--- config.mk ---
export PLATFORM = sky130hd
export DESIGN_NAME = vid_blank_gen
export DESIGN_NICKNAME = d
export VERILOG_FILES = /design/src/rtl/vid_blank_gen.sv
export SDC_FILE = /design/constraint.sdc
export NUM_CORES = 1
export LEC_CHECK = 0
export BUFFER_PORTS_ARGS = -buffer_cell sky130_fd_sc_hd__buf_2
export CORE_MARGIN = 4
export CORE_UTILIZATION = 40
export DETAILED_ROUTE_END_ITERATION = 16
export GPL_ROUTABILITY_DRIVEN = 1
export PLACE_DENSITY = 0.66
export SYNTH_ARGS = -nofsm -noshare
export SYNTH_HDL_FRONTEND = slang
export SYNTH_SLANG_ARGS = --single-unit
--- constraint.sdc ---
create_clock -name clk -period 1.9 [get_ports clk]
set_clock_uncertainty 0.2 [all_clocks]
set_input_delay 0.38 -clock clk [delete_from_list [all_inputs] [get_ports clk]]
set_output_delay 0.38 -clock clk [all_outputs]
set_load 0.02 [all_outputs]
--- src/rtl/vid_blank_gen.sv ---
module vid_blank_gen #(
  parameter int LEN_W   = 7,
  parameter int MIN_LEN = 3
) (
  input  logic             clk,
  input  logic             rst_n,
  input  logic             por,
  input  logic             hblank_in,
  input  logic             vblank_in,
  input  logic             fault_strobe,
  input  logic [LEN_W-1:0] vb_lines,
  input  logic             vb_disable,
  input  logic             blank_bit,
  input  logic             pwr_save_bit,
  output logic             blank_out,
  output logic             pwr_save_out,
  output logic             vblank_active,
  output logic             fault_latched
);

  localparam logic [LEN_W-1:0] LEN_FLOOR = LEN_W'(MIN_LEN);

  logic [2:0]       h_sr, v_sr;
  logic [1:0]       f_sr;
  logic [LEN_W-1:0] lines_left;
  logic             fault_q;

  wire h_rise = h_sr[1] & ~h_sr[2];
  wire v_rise = v_sr[1] & ~v_sr[2];
  wire [LEN_W-1:0] load_len = (vb_lines < LEN_FLOOR) ? LEN_FLOOR : vb_lines;

  always_ff @(posedge clk or negedge rst_n)
    if (!rst_n) begin
      h_sr <= '0;
      v_sr <= '0;
      f_sr <= '0;
    end else begin
      h_sr <= {h_sr[1:0], hblank_in};
      v_sr <= {v_sr[1:0], vblank_in};
      f_sr <= {f_sr[0], fault_strobe};
    end

  always_ff @(posedge clk or negedge rst_n)
    if (!rst_n)
      lines_left <= '0;
    else if (vb_disable)
      lines_left <= '0;
    else if (v_rise)
      lines_left <= load_len;
    else if (h_rise && lines_left != '0)
      lines_left <= lines_left - 1'b1;

  always_ff @(posedge clk or posedge por)
    if (por)
      fault_q <= 1'b0;
    else if (f_sr[1])
      fault_q <= 1'b1;

  assign vblank_active = (lines_left != '0);
  assign fault_latched = fault_q;
  assign pwr_save_out  = pwr_save_bit;
  assign blank_out     = h_sr[1] | vblank_active | blank_bit | pwr_save_bit | fault_q;

  a_r1_hold_without_edge: assert property (@(posedge clk) disable iff (!rst_n)
    (vblank_active && !h_rise && !v_rise && !vb_disable) |=> vblank_active);

  a_r1_ends_on_last_line: assert property (@(posedge clk) disable iff (!rst_n)
    (lines_left == LEN_W'(1) && h_rise && !v_rise && !vb_disable) |=> !vblank_active);

  a_r3_disable_clears: assert property (@(posedge clk) disable iff (!rst_n)
    vb_disable |=> !vblank_active);

  a_r4_restart_full: assert property (@(posedge clk) disable iff (!rst_n)
    (v_rise && !vb_disable) |=> (lines_left >= LEN_FLOOR));

  a_r6_ps_blanks: assert property (@(posedge clk) disable iff (!rst_n)
    pwr_save_bit |-> (blank_out && pwr_save_out));

  a_r7_fault_sticky: assert property (@(posedge clk) disable iff (por)
    fault_latched |=> fault_latched);

endmodule

* After elaboration in Yosys (flattened, before gate mapping)
Index checks and enable logic that the tools add are counted.
** Cells by class
- Reductions and logical operators :: 3
- Add/sub/neg operators :: 1
- Bitwise gates (word level) :: 8
- Magnitude comparators :: 1
- Muxes and demuxes :: 4
** Operator list (number)
- 2-to-1 mux 7 bit :: 4
- < comparator 7 x 2 -> 1 bit (second input constant) :: 1
- nonzero test 7 bit :: 1
- subtractor 7 x 1 -> 7 bit (second input constant) :: 1
- bitwise OR 1 bit :: 4
- nonzero test 3 bit :: 1
- bitwise AND 1 bit :: 2
- inverter 1 bit :: 2
- logical AND 1 bit :: 1
** Storage, ports and cells
- Word-level logic and storage cells :: 22
- Input bits :: 16
- Output and inout bits :: 4
- Bits in registers :: 16

* Depth between registers and ports, before layout
Gate-level depths: netlist of run 1.
- Depth after elaboration :: 6
- Mapped depth :: 6
- Gate-level depth less buffers :: 6

* Worst setup path before layout of run 1
OpenSTA, ideal clock, no wires.
- Path type :: flip-flop to flip-flop
- From :: reg lines_left[0]
- To :: reg lines_left[1]
- Setup slack :: 58 ps
- Arrival :: 1555 ps
- Buffers on the path :: 0
- Period minus slack after synthesis :: 1842 ps
- Required time :: 1613 ps
- Stages on the path, launching flop included :: 7
- Path through :: dfrtp_1 -> inv_1 -> ha_1 -> nor2b_1 -> a21oi_2 -> mux2_4 -> a211oi_2
** On the way
- Longest elaborated chain between the ends :: 4
** Ends and longest elaborated chain
- from (decl) :: RTL line 25 : logic [LEN_W-1:0] lines_left;
- from (signal assigned) :: RTL line 49 : lines_left <= load_len;
- from (signal assigned) :: RTL line 51 : lines_left <= lines_left - 1'b1;
- subtractor 7 x 1 -> 7 bit :: RTL line 51
- 2-to-1 mux 7 bit :: RTL line 50 : else if (h_rise && lines_left != '0)
- 2-to-1 mux 7 bit :: RTL line 48 : else if (v_rise)
- 2-to-1 mux 7 bit :: RTL line 46 : else if (vb_disable)
Parallel ways exist; a longest one is shown, timed or not. The select of a mux whose other input is x is not followed.
A chain may end at the register's enable or synchronous reset.

* Worst setup path after layout of run 1
- From :: reg lines_left[2]
- To :: out vblank_active
** On the way
- Longest elaborated chain between the ends :: 1
** Ends and longest elaborated chain
- nonzero test 7 bit :: RTL line 59 : assign vblank_active = (lines_left != '0);
- to (decl) :: RTL line 17 : output logic vblank_active,
Every way passes these cells.

==> results of run 1 <==
==> worst paths after layout <==
path,start,endpoint,depth (start not counted)
setup / recovery,lines_left[2],vblank_active,3
hold / removal,vb_disable,lines_left[1],2
setup reg to reg,lines_left[2],lines_left[1],5
hold reg to reg,h_sr[0],h_sr[1],0
max in group asynchronous,rst_n,f_sr[1],2
min in group asynchronous,por,fault_latched,3
==> metrics by stage <==
step / util [%] / TNS [ns] / hold WS (ns) / power [mW]
final: 61.8 / -0.0324 / 0.151 / 0.830
after global routing: 61.8 / -0.130 / 0.146 / 0.874
after CTS: 60.1 / -0.0129 / 0.127 / 0.822
after detailed placement: 50.8 / -0.0152 / 0.0177 / 0.547
after global placement: 50.8 / 0 / 0.0120 / 0.542
after floorplan: - / 0 / -0.116 / 0.480
==> routing by layer <==
metal / global-route usage [%] / vias up / share of wire (%)
li1: - / 319 / -
met1: 18.9 / 316 / 41
met2: 28.0 / 15 / 53
met3: 1.78 / 4 / 3.1
met4: 11.2 / 0 / 2.9
met5: 0 / - / 0
==> power by group <==
part	internal (mW)	total (mW)	switching, mW
registers	0.362	0.381	0.0184
logic	0.119	0.223	0.104
clock network	0.117	0.226	0.109
total	0.598	0.830	0.232
==> critical path: stages, from the launching register on <==
cell and delay [ns]:
dfrtp_1 0.42, nor4_4 0.37, nand2_1 0.09, buf_2 0.17
==> synth_stat cells, types with 2 or more instances <==
cell type  count  area [µm²]
dfrtp_1       16         400
nor2_1         6        22.5
inv_1          5        18.8
nor3_1         5        25.0
a211oi_1       4        30.0
a21oi_1        4        20.0
nand2b_1       3        18.8
nand3b_1       2        15.0
nor4_1         2        12.5
==> state kept, by name (all words and copies together) (netlist names) <==
signal / count
h_sr: 3
fault_latched: 1
lines_left: 7
f_sr: 2
v_sr: 3
==> timing repair <==
action                     CTS  global route
buffers inserted             5             3
pin swaps                    2             1
gates resized for setup      9             2
hold buffers                 5             0
setup endpoints to repair    4             3
hold endpoints to repair    19             0
==> cells in the final DEF (no fill, tap or decap), types with 2 or more instances in the layout <==
master and count:
buf_2 18, dfrtp_1 16, buf_4 12, nor2_1 6, nor3_1 5, dlygate4sd3_1 5
a21oi_1 4, a211oi_1 4, nand2b_1 3, inv_1 3, clkbuf_4 3, inv_2 2
nand3b_1 2
==> cell type report <==
cell class	instances	area share, %
clock buffers	4	3.40
inverters	5	1.76
multi-input cells	43	31.8
flip-flops and latches	16	37.5
well taps	25	2.93
repair buffers	36	22.6
==> cell families (layout without fill, tap and decap cells) <==
logic type	Yosys count	in the layout	synth area share (%)
XOR/XNOR	1	1	1.20
multiplexers	2	2	3.42
buffers and inverters	7	45	4.10
flip-flops	16	16	54.7
AND/OR/NAND/NOR	26	26	21.7
adder cells (fa/ha/maj)	1	1	1.71
AO/OA/AOI/OAI	13	13	13.2
==> impl_metrics.toml, run 1 <==
[sta]
fin_ws_ns = -0.0177
fmax_mhz = 521
relSlewSlack_pct = 65.5
hold_viol_final = 0
worst_pin_slew_ns = 0.518
finalMaxSlewViolations = 0
rsz0062_at_grt = "true"
setup_viol = 2
layout_min_cycle_time_ns = 1.92
fin_crit_sh_pct = 101

[pwr]
leakage_nw = 0.478
peakVddDrop_mv = 0.493
power.density_nw_per_um2 = 777

[layout]
nets = 122
multiInputGateArea_um2 = 339
fin_area_um2 = 1070
regArea_um2 = 400
diodes = 0
fill_cells = 150
instances_no_fill = 129
layout-drive-gt1-share_pct = 46.2
area_delta_synth_final_pct = 45.8

[synthesis]
synth_seq_area_share_pct = 54.7
synth_flop_cell = "dfrtp_1"
ys_ff_latch = 16
syn_area_um2 = 732
syn-num-nets = 83
async_reset_ff_share_pct = 100
synth-warning-count = 0
synth_edf_count = 0
syn_inst = 66
netlist-cell-type-count = 28
syn_area_per_cell_um2 = 11.1

[detailed_routing]
dr.pass1.iters = 4
wl_um = 1820
ant_nets = 0
vias_per_cell = 5.07
drc_errors = 0
dr.first_iter.drc_count = 7
vias = 654
wl_per_cell_um = 14.1

[cts]
cts_tree = "yes"
cts_buffer_depth = 2
clk_latency_ns = 0.29
htree_num_levels = 1
root_buffer = "clkbuf_4"
cts_sinks = 16
cts-buffers-inserted = 3
clkTransAtPathRegs_ns = 0.10

[grt]
track_usage_pct = 16.3
grt_max_degree = 16
antenna_found_initial = 0
overflow = 0
grt_first_pass_wirelength_um = 2980
first_global_vias = 655

[setup_path]
path_max_fanout = 3
end_kind = "primary output"
r2r_slack_ns = 0.03
worstSetupPathType = "reg2out"
worstPathRequired_ns = 1.32
crit_arrival_ns = 1.34
start_kind = "flop"

[die]
rows = 15
die_h_um = 50.8
die_area_um2 = 2580
start_util_pct = 42.4
ios = 20
core_area_um2 = 1730
die_w_um = 50.8

[job]
maxCapViolCount = 0

[placement]
dp_hpwl_um = 1170
dp_cells = 112
dp_slack_ns = -0.0152
dpl-instance-area_um2 = 877
gp_congestion = 0.814
numPortBuffers = 19

[status]
status = "complete, but fails checks"
violations = "negative setup slack"

[worst_hold_path]
holdCritPathClass = "in2reg"
Power figures use the tool's default switching activity.
==> inputs of run 2 (changes only) <==
Settings changed: SKIP_CTS_REPAIR_TIMING set to 1.
==> run 2 against run 1 <==
The run still ends with negative setup slack left. Sequential share of layout area is 1.4 points higher. Total power is 2.6% lower. Cell area is 3.4% lower. Die area stayed put. Via count is 6.1% lower. Combinational power is 9.9% lower. Cell count is 3.9% lower. Worst hold slack worse by 0.019 ns. Global-route usage is 2.4 points lower. First-iteration DRC count is 14% lower. Maximum frequency is 1.3% lower. Critical path depth stayed put. Highest routed layer unchanged.
==> impl_metrics.toml, run 2 (synthesized netlist as in run 1, its figures left out) <==
[status]
status = "complete, but fails checks"
violations = "negative setup slack"

[setup_path]
crit_family = "simple AND/OR/NAND/NOR gates"
crit_arrival_ns = 1.36
path_cells = "nor4_4 > nand3_2 > buf_6"
start_kind = "flop"
reg2reg_depth = 6
r2r_end = "lines_left[1]"
path_max_fanout = 4
r2r_slack_ns = 0.07
end_kind = "primary output"
worstSetupPathType = "reg2out"
worstPathBufferInverterCount = 1
worstPathRequired_ns = 1.32
cpMaxStageDelayCell = "dfrtp_1"
cpPeakStageDelay_ns = 0.42
reg2reg_from = "lines_left[1]"

[die]
rows = 15
die_area_um2 = 2580
start_util_pct = 42.4
ios = 20
die_h_um = 50.8
core_area_um2 = 1730
die_w_um = 50.8

[sta]
fmax_mhz = 515
worst_pin_slew_ns = 0.483
whs_ns = 0.132
setup_viol = 2
hold_viol_final = 0
rsz0062_at_grt = "true"
fin_ws_ns = -0.0436
relSlewSlack_pct = 67.8
layout_min_cycle_time_ns = 1.94
finalMaxSlewViolations = 0
fin_crit_sh_pct = 102

[detailed_routing]
drc_errors = 0
ant_nets = 0
dr.pass1.iters = 4
wl_um = 1620
vias_per_cell = 4.95
vias = 614
wl_per_cell_um = 13.1
dr.first_iter.drc_count = 6

[cts]
root_buffer = "clkbuf_4"
cts_buffer_depth = 2
clk_latency_ns = 0.29
cts_tree = "yes"
cts_sinks = 16
cts-buffers-inserted = 3
htree_num_levels = 1
clkTransAtPathRegs_ns = 0.10

[layout]
nets = 117
largest_reg_flops = 7
diodes = 0
reg.largest.list = "lines_left (7), h_sr (3), v_sr (3)"
final_cell_mix = "17 x buf_2, 15 x dfrtp_1, 7 x buf_4"
regMostFlops = "lines_left"
area_delta_synth_final_pct = 40.9
layout-drive-gt1-share_pct = 42.4
fin_util_pct = 59.7
final_common_cell = "buf_2"

[placement]
gp_congestion = 0.814
numPortBuffers = 19
dp_slack_ns = -0.0152
dp_hpwl_um = 1170

[grt]
antenna_found_initial = 0
first_global_vias = 602
grt_max_degree = 16
overflow = 0
grt_first_pass_wirelength_um = 2530
track_usage_pct = 13.9

[pwr]
p_total_uw = 808
power.density_nw_per_um2 = 784
leakage_nw = 0.455
peakVddDrop_mv = 0.483

[job]
maxCapViolCount = 0

[worst_hold_path]
hold_start = "vb_disable"
holdCritPathClass = "in2reg"
hold-path-endpoint = "lines_left[1]"
hold_path_depth = 2
==> run 2: cell count changes in the layout (fill, tap and decap cells not counted), sizes merged <==
cell	delta
buf	-5
==> run 2: worst reg2reg max path, delay by kind of cell, from the launching register on <==
kind	cells	cell delay (ns)
AO/OA/AOI/OAI	2	0.50
flip-flops	1	0.37
multiplexers	1	0.34
adder cells (fa/ha/maj)	1	0.16
AND/OR/NAND/NOR	1	0.13
buffers and inverters	1	0.06
==> run 2: worst max path at each step <==
stage | start | endpoint | cells past startpoint
5_1_grt | lines_left[2] | vblank_active | 3
6_report | lines_left[2] | blank_out | 3
3_5_place_dp | lines_left[1] | lines_left[1] | 6
2_1_floorplan | lines_left[0] | lines_left[1] | 6
4_1_cts | lines_left[1] | blank_out | 5
3_3_place_gp | lines_left[1] | lines_left[1] | 6
==> run 2: power by group <==
group	switching [mW]	internal (mW)	total (mW)
registers	0.0174	0.363	0.380
clock network	0.110	0.117	0.227
logic	0.0956	0.106	0.201
total	0.223	0.585	0.808
==> run 2: cell type report <==
type / instances / area (µm²)
Inverter: 5 / 18.8
Fill cell: 160 / 696
Clock buffer: 4 / 36.3
Tap cell: 25 / 31.3
Sequential cell: 16 / 402
Timing Repair Buffer: 31 / 210
Multi-Input combinational cell: 43 / 333
==> run 2: routing by layer <==
metal  routed length, µm  share of wire, %  vias up  global-route usage, %
met2                 817                50       14                   21.5
li1                    -                 -      306                      -
met5                   0                 0        -                      0
met4                  52               3.2        0                   12.1
met3                  52               3.2        4                   2.08
met1                 696                43      290                   16.6
==> run 2: per-stage QoR <==
stage / cell area [µm²] / instances / TNS [ns]
after detailed placement: 877 / 112 / -0.0152
after floorplan: 732 / 66 / 0
after global routing: 1030 / 124 / -0.227
after CTS: 913 / 116 / -0.451
final: 1030 / 124 / -0.0863
after global placement: 877 / 112 / 0
